File: config.mk
export PLATFORM = sky130hd
export DESIGN_NAME = mon_regif
export DESIGN_NICKNAME = d
export VERILOG_FILES = /design/src/rtl/mon_pkg.sv /design/src/rtl/mon_decode.sv /design/src/rtl/mon_regfile.sv /design/src/rtl/mon_fifo.sv /design/src/rtl/mon_regif.sv
export SDC_FILE = /design/constraint.sdc
export NUM_CORES = 2
export LEC_CHECK = 0
export BUFFER_PORTS_ARGS = -buffer_cell sky130_fd_sc_hd__buf_4
export CORE_MARGIN = 3
export CORE_UTILIZATION = 53
export CTS_CLUSTER_SIZE = 14
export DETAILED_ROUTE_END_ITERATION = 6
export PLACE_DENSITY = 0.79
export RECOVER_POWER = 100
export SYNTH_ARGS = -nofsm -noshare
export SYNTH_HDL_FRONTEND = slang
export SYNTH_HIERARCHICAL = 1
export SYNTH_SLANG_ARGS = --single-unit
export TNS_END_PERCENT = 100
File: constraint.sdc
create_clock -name clk -period 3.9 [get_ports clk]
set_input_delay 0.39 -clock clk [delete_from_list [all_inputs] [get_ports clk]]
set_output_delay 0.39 -clock clk [all_outputs]
set_load 0.02 [all_outputs]
File: src/rtl/mon_pkg.sv
package mon_pkg;
  localparam int MON_AW = 7;   // register number width
  localparam int MON_DW = 8;   // register data width

  // one outgoing address/data pair
  typedef struct packed {
    logic [MON_AW-1:0] addr;
    logic              rb;     // 1: read-back reply, 0: spontaneous report
    logic [MON_DW-1:0] data;
  } mon_pair_t;

  localparam int PAIR_W = $bits(mon_pair_t);
endpackage

File: src/rtl/mon_decode.sv
// Pairs validated bytes into address/data cycles and issues accesses.
module mon_decode #(
  parameter int AW = 7,
  parameter int DW = 8
) (
  input  logic          clk,
  input  logic          rst,
  input  logic          rx_valid,
  input  logic [DW-1:0] rx_byte,
  input  logic          rx_eom,
  output logic          wr_en,
  output logic          rd_en,
  output logic [AW-1:0] acc_addr,
  output logic [DW-1:0] wr_data
);
  logic          have_addr;
  logic [AW-1:0] addr_q;
  logic          rb_q;

  always_ff @(posedge clk) begin
    if (rst) begin
      have_addr <= 1'b0;
      addr_q    <= '0;
      rb_q      <= 1'b0;
    end else if (rx_eom) begin
      // dangling address byte is dropped
      have_addr <= 1'b0;
    end else if (rx_valid) begin
      if (!have_addr) begin
        addr_q    <= rx_byte[DW-1 -: AW];
        rb_q      <= rx_byte[0];
        have_addr <= 1'b1;
      end else begin
        have_addr <= 1'b0;
      end
    end
  end

  always_comb begin
    wr_en    = rx_valid && !rx_eom && have_addr && !rb_q;
    rd_en    = rx_valid && !rx_eom && have_addr &&  rb_q;
    acc_addr = addr_q;
    wr_data  = rx_byte;
  end
endmodule

File: src/rtl/mon_regfile.sv
// Register file with one shared port: write or registered read.
module mon_regfile #(
  parameter int AW = 7,
  parameter int DW = 8
) (
  input  logic          clk,
  input  logic          rst,
  input  logic          we,
  input  logic          re,
  input  logic [AW-1:0] addr,
  input  logic [DW-1:0] wdata,
  output logic          rvalid,
  output logic [AW-1:0] rtag,
  output logic [DW-1:0] rdata
);
  localparam int NREG = 1 << AW;

  logic [DW-1:0] mem [NREG];

  always_ff @(posedge clk) begin
    if (rst) begin
      for (int i = 0; i < NREG; i++) mem[i] <= '0;
    end else if (we) begin
      mem[addr] <= wdata;
    end
  end

  always_ff @(posedge clk) begin
    if (rst) begin
      rvalid <= 1'b0;
      rtag   <= '0;
      rdata  <= '0;
    end else begin
      rvalid <= re;
      if (re) begin
        rtag  <= addr;
        rdata <= mem[addr];
      end
    end
  end
endmodule

File: src/rtl/mon_fifo.sv
// Reply queue with two ordered push ports (a before b) and one pop port.
// DEPTH is expected to be a power of two so pointers wrap naturally.
module mon_fifo #(
  parameter int W     = 16,
  parameter int DEPTH = 4,
  localparam int PW   = (DEPTH > 1) ? $clog2(DEPTH) : 1,
  localparam int LW   = $clog2(DEPTH + 1)
) (
  input  logic          clk,
  input  logic          rst,
  input  logic          push_a,
  input  logic [W-1:0]  data_a,
  input  logic          push_b,
  input  logic [W-1:0]  data_b,
  input  logic          pop,
  output logic          out_valid,
  output logic [W-1:0]  out_data,
  output logic [LW-1:0] level,
  output logic          ovf
);
  logic [W-1:0]  slots [DEPTH];
  logic [PW-1:0] wptr, rptr, wslot_b;
  logic [LW-1:0] room, n_in;
  logic          acc_a, acc_b, take;

  always_comb begin
    room    = LW'(DEPTH) - level;
    acc_a   = push_a && (room != '0);
    acc_b   = push_b && (room > (acc_a ? LW'(1) : LW'(0)));
    n_in    = LW'(acc_a) + LW'(acc_b);
    wslot_b = wptr + PW'(acc_a);
    take    = pop && (level != '0);
  end

  always_ff @(posedge clk) begin
    if (acc_a) slots[wptr]    <= data_a;
    if (acc_b) slots[wslot_b] <= data_b;
  end

  always_ff @(posedge clk) begin
    if (rst) begin
      wptr  <= '0;
      rptr  <= '0;
      level <= '0;
      ovf   <= 1'b0;
    end else begin
      wptr  <= wptr + PW'(n_in);
      rptr  <= rptr + PW'(take);
      level <= level + n_in - LW'(take);
      if ((push_a && !acc_a) || (push_b && !acc_b)) ovf <= 1'b1;
    end
  end

  assign out_valid = (level != '0);
  assign out_data  = slots[rptr];
endmodule

File: src/rtl/mon_regif.sv
module mon_regif
  import mon_pkg::*;
#(
  parameter int AW      = MON_AW,
  parameter int DW      = MON_DW,
  parameter int Q_DEPTH = 4,
  localparam int LVL_W  = $clog2(Q_DEPTH + 1)
) (
  input  logic          clk,
  input  logic          rst,
  input  logic          rx_valid,
  input  logic [DW-1:0] rx_byte,
  input  logic          rx_eom,
  input  logic          irq_valid,
  input  logic [AW-1:0] irq_addr,
  input  logic [DW-1:0] irq_data,
  input  logic          tx_ready,
  output logic          tx_valid,
  output logic [DW-1:0] tx_addr_byte,
  output logic [DW-1:0] tx_data_byte,
  output logic          ovf_flag
);
  localparam int PW = AW + 1 + DW;

  logic          wr_en, rd_en;
  logic [AW-1:0] acc_addr;
  logic [DW-1:0] wr_data;
  logic          rd_vld;
  logic [AW-1:0] rd_tag;
  logic [DW-1:0] rd_data;
  logic          irq_v_q;
  logic [AW-1:0] irq_a_q;
  logic [DW-1:0] irq_d_q;
  logic [PW-1:0] pair_rb, pair_irq, pair_out;
  logic [LVL_W-1:0] q_level;

  mon_decode #(.AW(AW), .DW(DW)) u_dec (
    .clk(clk), .rst(rst), .rx_valid(rx_valid), .rx_byte(rx_byte),
    .rx_eom(rx_eom), .wr_en(wr_en), .rd_en(rd_en),
    .acc_addr(acc_addr), .wr_data(wr_data)
  );

  mon_regfile #(.AW(AW), .DW(DW)) u_rf (
    .clk(clk), .rst(rst), .we(wr_en), .re(rd_en), .addr(acc_addr),
    .wdata(wr_data), .rvalid(rd_vld), .rtag(rd_tag), .rdata(rd_data)
  );

  // reports take one stage so they line up with the read latency
  always_ff @(posedge clk) begin
    if (rst) begin
      irq_v_q <= 1'b0;
      irq_a_q <= '0;
      irq_d_q <= '0;
    end else begin
      irq_v_q <= irq_valid;
      irq_a_q <= irq_addr;
      irq_d_q <= irq_data;
    end
  end

  assign pair_rb  = {rd_tag,  1'b1, rd_data};
  assign pair_irq = {irq_a_q, 1'b0, irq_d_q};

  mon_fifo #(.W(PW), .DEPTH(Q_DEPTH)) u_q (
    .clk(clk), .rst(rst),
    .push_a(rd_vld), .data_a(pair_rb),
    .push_b(irq_v_q), .data_b(pair_irq),
    .pop(tx_ready), .out_valid(tx_valid), .out_data(pair_out),
    .level(q_level), .ovf(ovf_flag)
  );

  assign tx_addr_byte = pair_out[PW-1 -: DW];
  assign tx_data_byte = pair_out[DW-1:0];
endmodule

# Yosys cells after proc, flatten, opt, wreduce, memory -nomap -nowiden
# Memory sizes are Yosys's and may differ from the RTL's. A register that Yosys moved wholly into a read port is not among the register bits.
# Cells that the tools add are included.
dict set report op_classes {
  n_addsub 7
  order_cmp 1
  muxes 15
  n_bitwise 2
  n_reduce_logical 19
}
# op count
set ops {}
lappend ops {{2-to-1 mux 1 bit} 12}
lappend ops {{logical AND 1 bit} 9}
lappend ops {{2-to-1 mux 8 bit} 1}
lappend ops {{OR reduction 8 bit} 1}
lappend ops {{2-to-1 mux 7 bit} 1}
lappend ops {{nonzero test 3 bit} 2}
lappend ops {{adder 2 x 1 -> 2 bit} 2}
lappend ops {{zero test 1 bit} 4}
lappend ops {{adder 3 bit} 1}
lappend ops {{greater-than comparator 3 bit} 1}
lappend ops {{AND reduction 3 bit} 1}
lappend ops {{subtractor 3 x 1 -> 3 bit} 1}
lappend ops {{subtractor 3 bit (first input constant)} 1}
lappend ops {{adder 1 x 1 -> 2 bit} 1}
lappend ops {{adder 2 bit} 1}
lappend ops {{2-to-1 mux 2 bit} 1}
lappend ops {{NOT 1 bit} 2}
lappend ops {{OR reduction 2 bit} 1}
lappend ops {{logical OR 1 bit} 1}
dict set report totals {
  regBits 41
  ram_bits 1088
  output_inout_bits 18
  word_cells 58
  memories 2
}
# memory words word_bits rd rd_clocked_by_memory_dff wr line
set memory_table {}
lappend memory_table {u_rf.mem 128 8 1 1 128 mon_regfile.sv:18} ;# logic [DW-1:0] mem [NREG];
lappend memory_table {u_q.slots 4 16 1 1 2 mon_fifo.sv:21} ;# logic [W-1:0] slots [DEPTH];

# Logic depth before layout (Yosys ltp)
dict set report depth {
  depth_word 9
  ltp_mapped 16
  mapped_depth_nobuf 16
}

# Hierarchy
# The synthesis kept the hierarchy.
# module instances cells_each area_each_um2
set modules_own_cells {}
lappend modules_own_cells {mon_regfile 1 3591 48302.6}
lappend modules_own_cells {mon_fifo 1 220 3738.6}
lappend modules_own_cells {mon_decode 1 48 485.5}
lappend modules_own_cells {mon_regif 1 35 471.7}

# Least setup slack after synthesis
# Ideal clock, no wire load.
dict set report synth_path {
  path_kind {register to register}
  from {register u_q.level[0]}
  to {register u_q.level[2]}
  setup_ps 115
  arrival_time_ps 3020
  path_slack_ps 765
  path_stages_with_launch 17
  n_path_buf 0
  cell_sequence {dfxtp_1 -> inv_1 -> ha_1 -> ha_1 -> nor2b_1 -> ha_1 -> nor2_1 -> o21a_1 -> ha_1 -> inv_1 -> ha_1 -> inv_1 -> ha_1 -> fa_1 -> xnor2_1 -> xnor2_1 -> nor2_1}
}
dict set report synth_between {
  elab_chain_cells 9
  elab_cells_between_ends 11
}
# element line
set synth_rtl {}
lappend synth_rtl {{from (decl)} mon_fifo.sv:18} ;# output logic [LW-1:0] level,
lappend synth_rtl {{from (signal assigned)} mon_fifo.sv:49} ;# level <= level + n_in - LW'(take);
lappend synth_rtl {{subtractor 3 bit} mon_fifo.sv:27} ;# room = LW'(DEPTH) - level;
lappend synth_rtl {{nonzero test 3 bit} mon_fifo.sv:28} ;# acc_a = push_a && (room != '0);
lappend synth_rtl {{logical AND 1 bit} mon_fifo.sv:28}
lappend synth_rtl {{2-to-1 mux 1 bit} mon_fifo.sv:29} ;# acc_b = push_b && (room > (acc_a ? LW'(1) : LW'(0)));
lappend synth_rtl {{greater-than comparator 3 bit} mon_fifo.sv:29}
lappend synth_rtl {{logical AND 1 bit} mon_fifo.sv:29}
lappend synth_rtl {{adder 1 x 1 -> 2 bit} mon_fifo.sv:30} ;# n_in = LW'(acc_a) + LW'(acc_b);
lappend synth_rtl {{adder 3 bit} mon_fifo.sv:49}
lappend synth_rtl {{subtractor 3 x 1 -> 3 bit (*)} mon_fifo.sv:49}
# Mark *: on every way between the ends. The rest lies on a longest branch, timed or not.
# A chain may end at the register's enable or synchronous reset.

==> impl_metrics.csv <==
group,metric,value,unit
logic_synthesis,synth_edf_count,1088,
floorplanning,io_pins,47,
layout,area_growth,10.3,%
power_and_ir_drop,p_clk_share,39.9,%
placed_design,hpwlAfterDp,92700,um
hold_path,hold_class,"in2reg",
cts,clk_latency,0.72,ns
setup_path,reg2reg_to,"u_rf/rdata[7]",
route,post-route-drc-count,0,
sta,worst_pin_slew,1.76,ns
sta,finalCritPeriodShare,98.5,%
sta,slew_headroom,-17.7,%
placed_design,pre_cts_slack,0.486,ns
layout,fin_nets,3949,
grt,grt_max_degree,93,
grt,grt_first_pass_wirelength,218000,um
route,drt-initial-drc-count,5046,
floorplanning,fp.dieW,322,um
logic_synthesis,synthesis.instances,3894,
grt,top_usage_layer,"met2",
setup_path,crit_end,"u_rf/rdata[7]",
cts,cts_buffers,113,
setup_path,rr_startpoint,"u_dec/acc_addr[0]",
grt,grt_usage,28.3,%
power_and_ir_drop,p_total,27.3,mW
power_and_ir_drop,p_int,20.8,mW
layout,final_common_cell,"edfxtp_1",
sta,rsz0062_at_grt,"false",
job,maxCapViolCount,2,
route,ant_nets,0,
floorplanning,die_area,104000,um2
logic_synthesis,ys_async_sr_fraction,0,%
logic_synthesis,syn-cell-area,53000,um2
grt,grtUsageMet3,7.09,%
sta,hold_viol_final,0,
setup_path,cp.arrival,4.40,ns
setup_path,path_max_fanout,36,
cts,cts_setup_buffers,0,
grt,grt_pass1_vias,33300,
logic_synthesis,yosysWarningCount,6,
cts,cts_tree,"yes",
outcome,status,"complete, but fails checks",
cts,cts.sinks,1137,
layout,multi_input_area,17800,um2
setup_path,critical_path_class,"reg2reg",
route,vias_per_cell,6.44,
placed_design,gp_congestion,0.973,
power_and_ir_drop,pwr_density_cell,467,nW/um2
setup_path,critPathLaunchType,"flop",
grt,overflow,0,
logic_synthesis,synth.avg_cell_area,13.6,um2
sta,max_freq,260,MHz
logic_synthesis,yosysSeqAreaShare,63.5,%
sta,fin_setup_tns,0,ns
power_and_ir_drop,power.net_switching,6.50,mW
logic_synthesis,ys_types,75,
power_and_ir_drop,ir_worst_vdd,407,uV
route,routed_wl,149000,um
setup_path,end_kind,"flop",
route,num_vias,34100,
route,routedWlPerCell,28.1,um
power_and_ir_drop,p_leak,20.1,nW
sta,setup_viol,0,
logic_synthesis,ys_seq_elements,1137,
sta,period_needed,3.84,ns
power_and_ir_drop,switching_share,23.8,%
sta,finalClockSkew,0.0479,ns
grt,met2_usage,43.8,%
power_and_ir_drop,power.share.combinational,8.8,%
grt,grt_antenna_before_repair,2,
route,dr.pass1.iters,6,
placed_design,port_buffers,46,
grt,use_met1,37.6,%
floorplanning,die_y,322,um
layout,n_fill_cell,7380,
floorplanning,fp.coreArea,98700,um2
sta,drv_slew,22,
cts,clkSlewWorstSetupHoldPaths,0.07,ns
logic_synthesis,synth_flop_cell,"edfxtp_1",
cts,cts_resized,0,
layout,drive_above_1_share,15.1,%
layout,layout_common_cells,"edfxtp_1 (1088), and2_0 (681), and2_1 (348)",
floorplanning,rows,115,
setup_path,required,4.45,ns
floorplanning,start_util,53.7,%
cts,clk_path_buf_depth,3,
setup_path,reg2reg_slack,0.06,ns
setup_path,r2r_cells,8,
layout,layout.area.seq,33700,um2
cts,root_buffer,"clkbuf_16",
outcome,violations,"capacitance limit, slew limit",
power_and_ir_drop,seq_power_share,51.3,%
cts,h-tree-depth,3,
sta,worst_slack,0.0566,ns
setup_path,crit_start,"u_dec/acc_addr[0]",
metrics by stage:
| stage | hold WS [ns] | area [um2] | utilization, % | std cells |
|---|---|---|---|---|
| after floorplan | 0.448 | 53000 | - | 3900 |
| after global placement | 0.472 | 54800 | 55.5 | 5062 |
| after detailed placement | 0.472 | 54800 | 55.5 | 5062 |
| after CTS | 0.00405 | 58700 | 59.5 | 5292 |
| after global routing | 0.0378 | 58400 | 59.2 | 5292 |
| final | 0.0208 | 58400 | 59.2 | 5294 |
kinds of logic (layout without fill, tap and decap cells):
| family | Yosys count | in the layout | share of synthesized area (%) |
|---|---|---|---|
| AND/OR/NAND/NOR | 1567 | 1567 | 17.2 |
| flip-flops | 1137 | 1137 | 63.5 |
| XOR/XNOR | 7 | 7 | 0.130 |
| buffers and inverters | 323 | 428 | 2.95 |
| adder cells (fa/ha/maj) | 12 | 12 | 0.297 |
| other | 2 | 10 | 0.0142 |
| AO/OA/AOI/OAI | 497 | 497 | 7.00 |
| multiplexers | 349 | 349 | 8.92 |
power by group through the flow:
stage	Combinational, mW	Sequential (mW)	Clock, mW
2_1_floorplan	1.59	14.1	0
3_3_place_gp	2.40	14.2	0
3_5_place_dp	2.42	14.3	0
4_1_cts	2.45	14.0	11.0
5_1_grt	2.51	14.0	11.5
6_report	2.41	14.0	10.9
cell type report:
type | count | area share, %
antenna | 2 | 0.00857
clock buffer | 148 | 5.15
clock inverter | 64 | 1.18
inverter | 13 | 0.0835
multi-input combinational | 2440 | 30.5
sequential | 1137 | 57.6
tap | 1287 | 2.76
timing repair buffer | 203 | 2.75
flip-flops by register name, indices dropped and copies added, names as in the netlist:
register,count
u_rf/rdata,8
u_rf/mem,1024
u_dec/have_addr,1
u_dec/acc_addr,7
irq_d_q,8
u_q/level,3
u_q/wptr,2
u_q/ovf,1
u_rf/rtag,7
u_rf/rvalid,1
irq_a_q,7
u_q/slots,64
u_q/rptr,2
irq_v_q,1
u_dec/rb_q,1
synth_stat cells (all sizes together) (8+ instances only):
cell / n / share of area (%)
a21oi: 57 / 0.54
a221o: 18 / 0.34
a221oi: 147 / 2.4
a22o: 18 / 0.30
a22oi: 54 / 0.76
and2: 1031 / 12
buf: 139 / 1.6
clkbuf: 171 / 1.2
dfxtp: 49 / 1.9
edfxtp: 1088 / 62
ha: 11 / 0.26
inv: 12 / 0.085
mux2: 133 / 2.9
mux2i: 134 / 2.5
mux4: 82 / 3.5
nand2: 70 / 0.50
nand2b: 23 / 0.27
nand3: 14 / 0.16
nor2: 226 / 1.6
nor2b: 30 / 0.39
nor3: 9 / 0.085
o21ai: 71 / 0.67
o221a: 8 / 0.17
o221ai: 17 / 0.28
o22a: 8 / 0.13
o22ai: 43 / 0.51
or2: 132 / 1.6
worst max-delay path, cell delays in order, from the launching register on:
cell and delay, ns:
dfxtp_4 0.81, inv_1 0.52, nand2_1 0.52, clkbuf_1 0.58, o22ai_1 0.19, a21oi_1 0.36
o221ai_1 0.24, o221ai_1 0.33, a211oi_1 0.13
layer usage:
metal | vias to the layer above | part of all wire (%) | wire [um]
li1 | 14300 | - | -
met4 | 0 | 5.7 | 8490
met2 | 2501 | 45 | 67400
met3 | 505 | 13 | 18900
met1 | 16800 | 36 | 53900
met5 | - | 0 | 0
worst min-delay path by stage:
stage,start,endpoint,cells past startpoint
after global routing,rst,u_q/ovf,2
after floorplan,u_dec/acc_addr[3],u_dec/acc_addr[3],2
after detailed placement,u_dec/rb_q,u_dec/rb_q,2
final,rst,u_q/ovf,2
after global placement,u_dec/rb_q,u_dec/rb_q,2
after CTS,rst,irq_d_q[2],2
repair_timing:
action                                  4_1_cts  5_1_grt
hold endpoints to repair                     17        0
hold buffers                                 18        0
endpoints found under the setup margin        0        0
No activity file was read; power rests on OpenSTA's default activity.
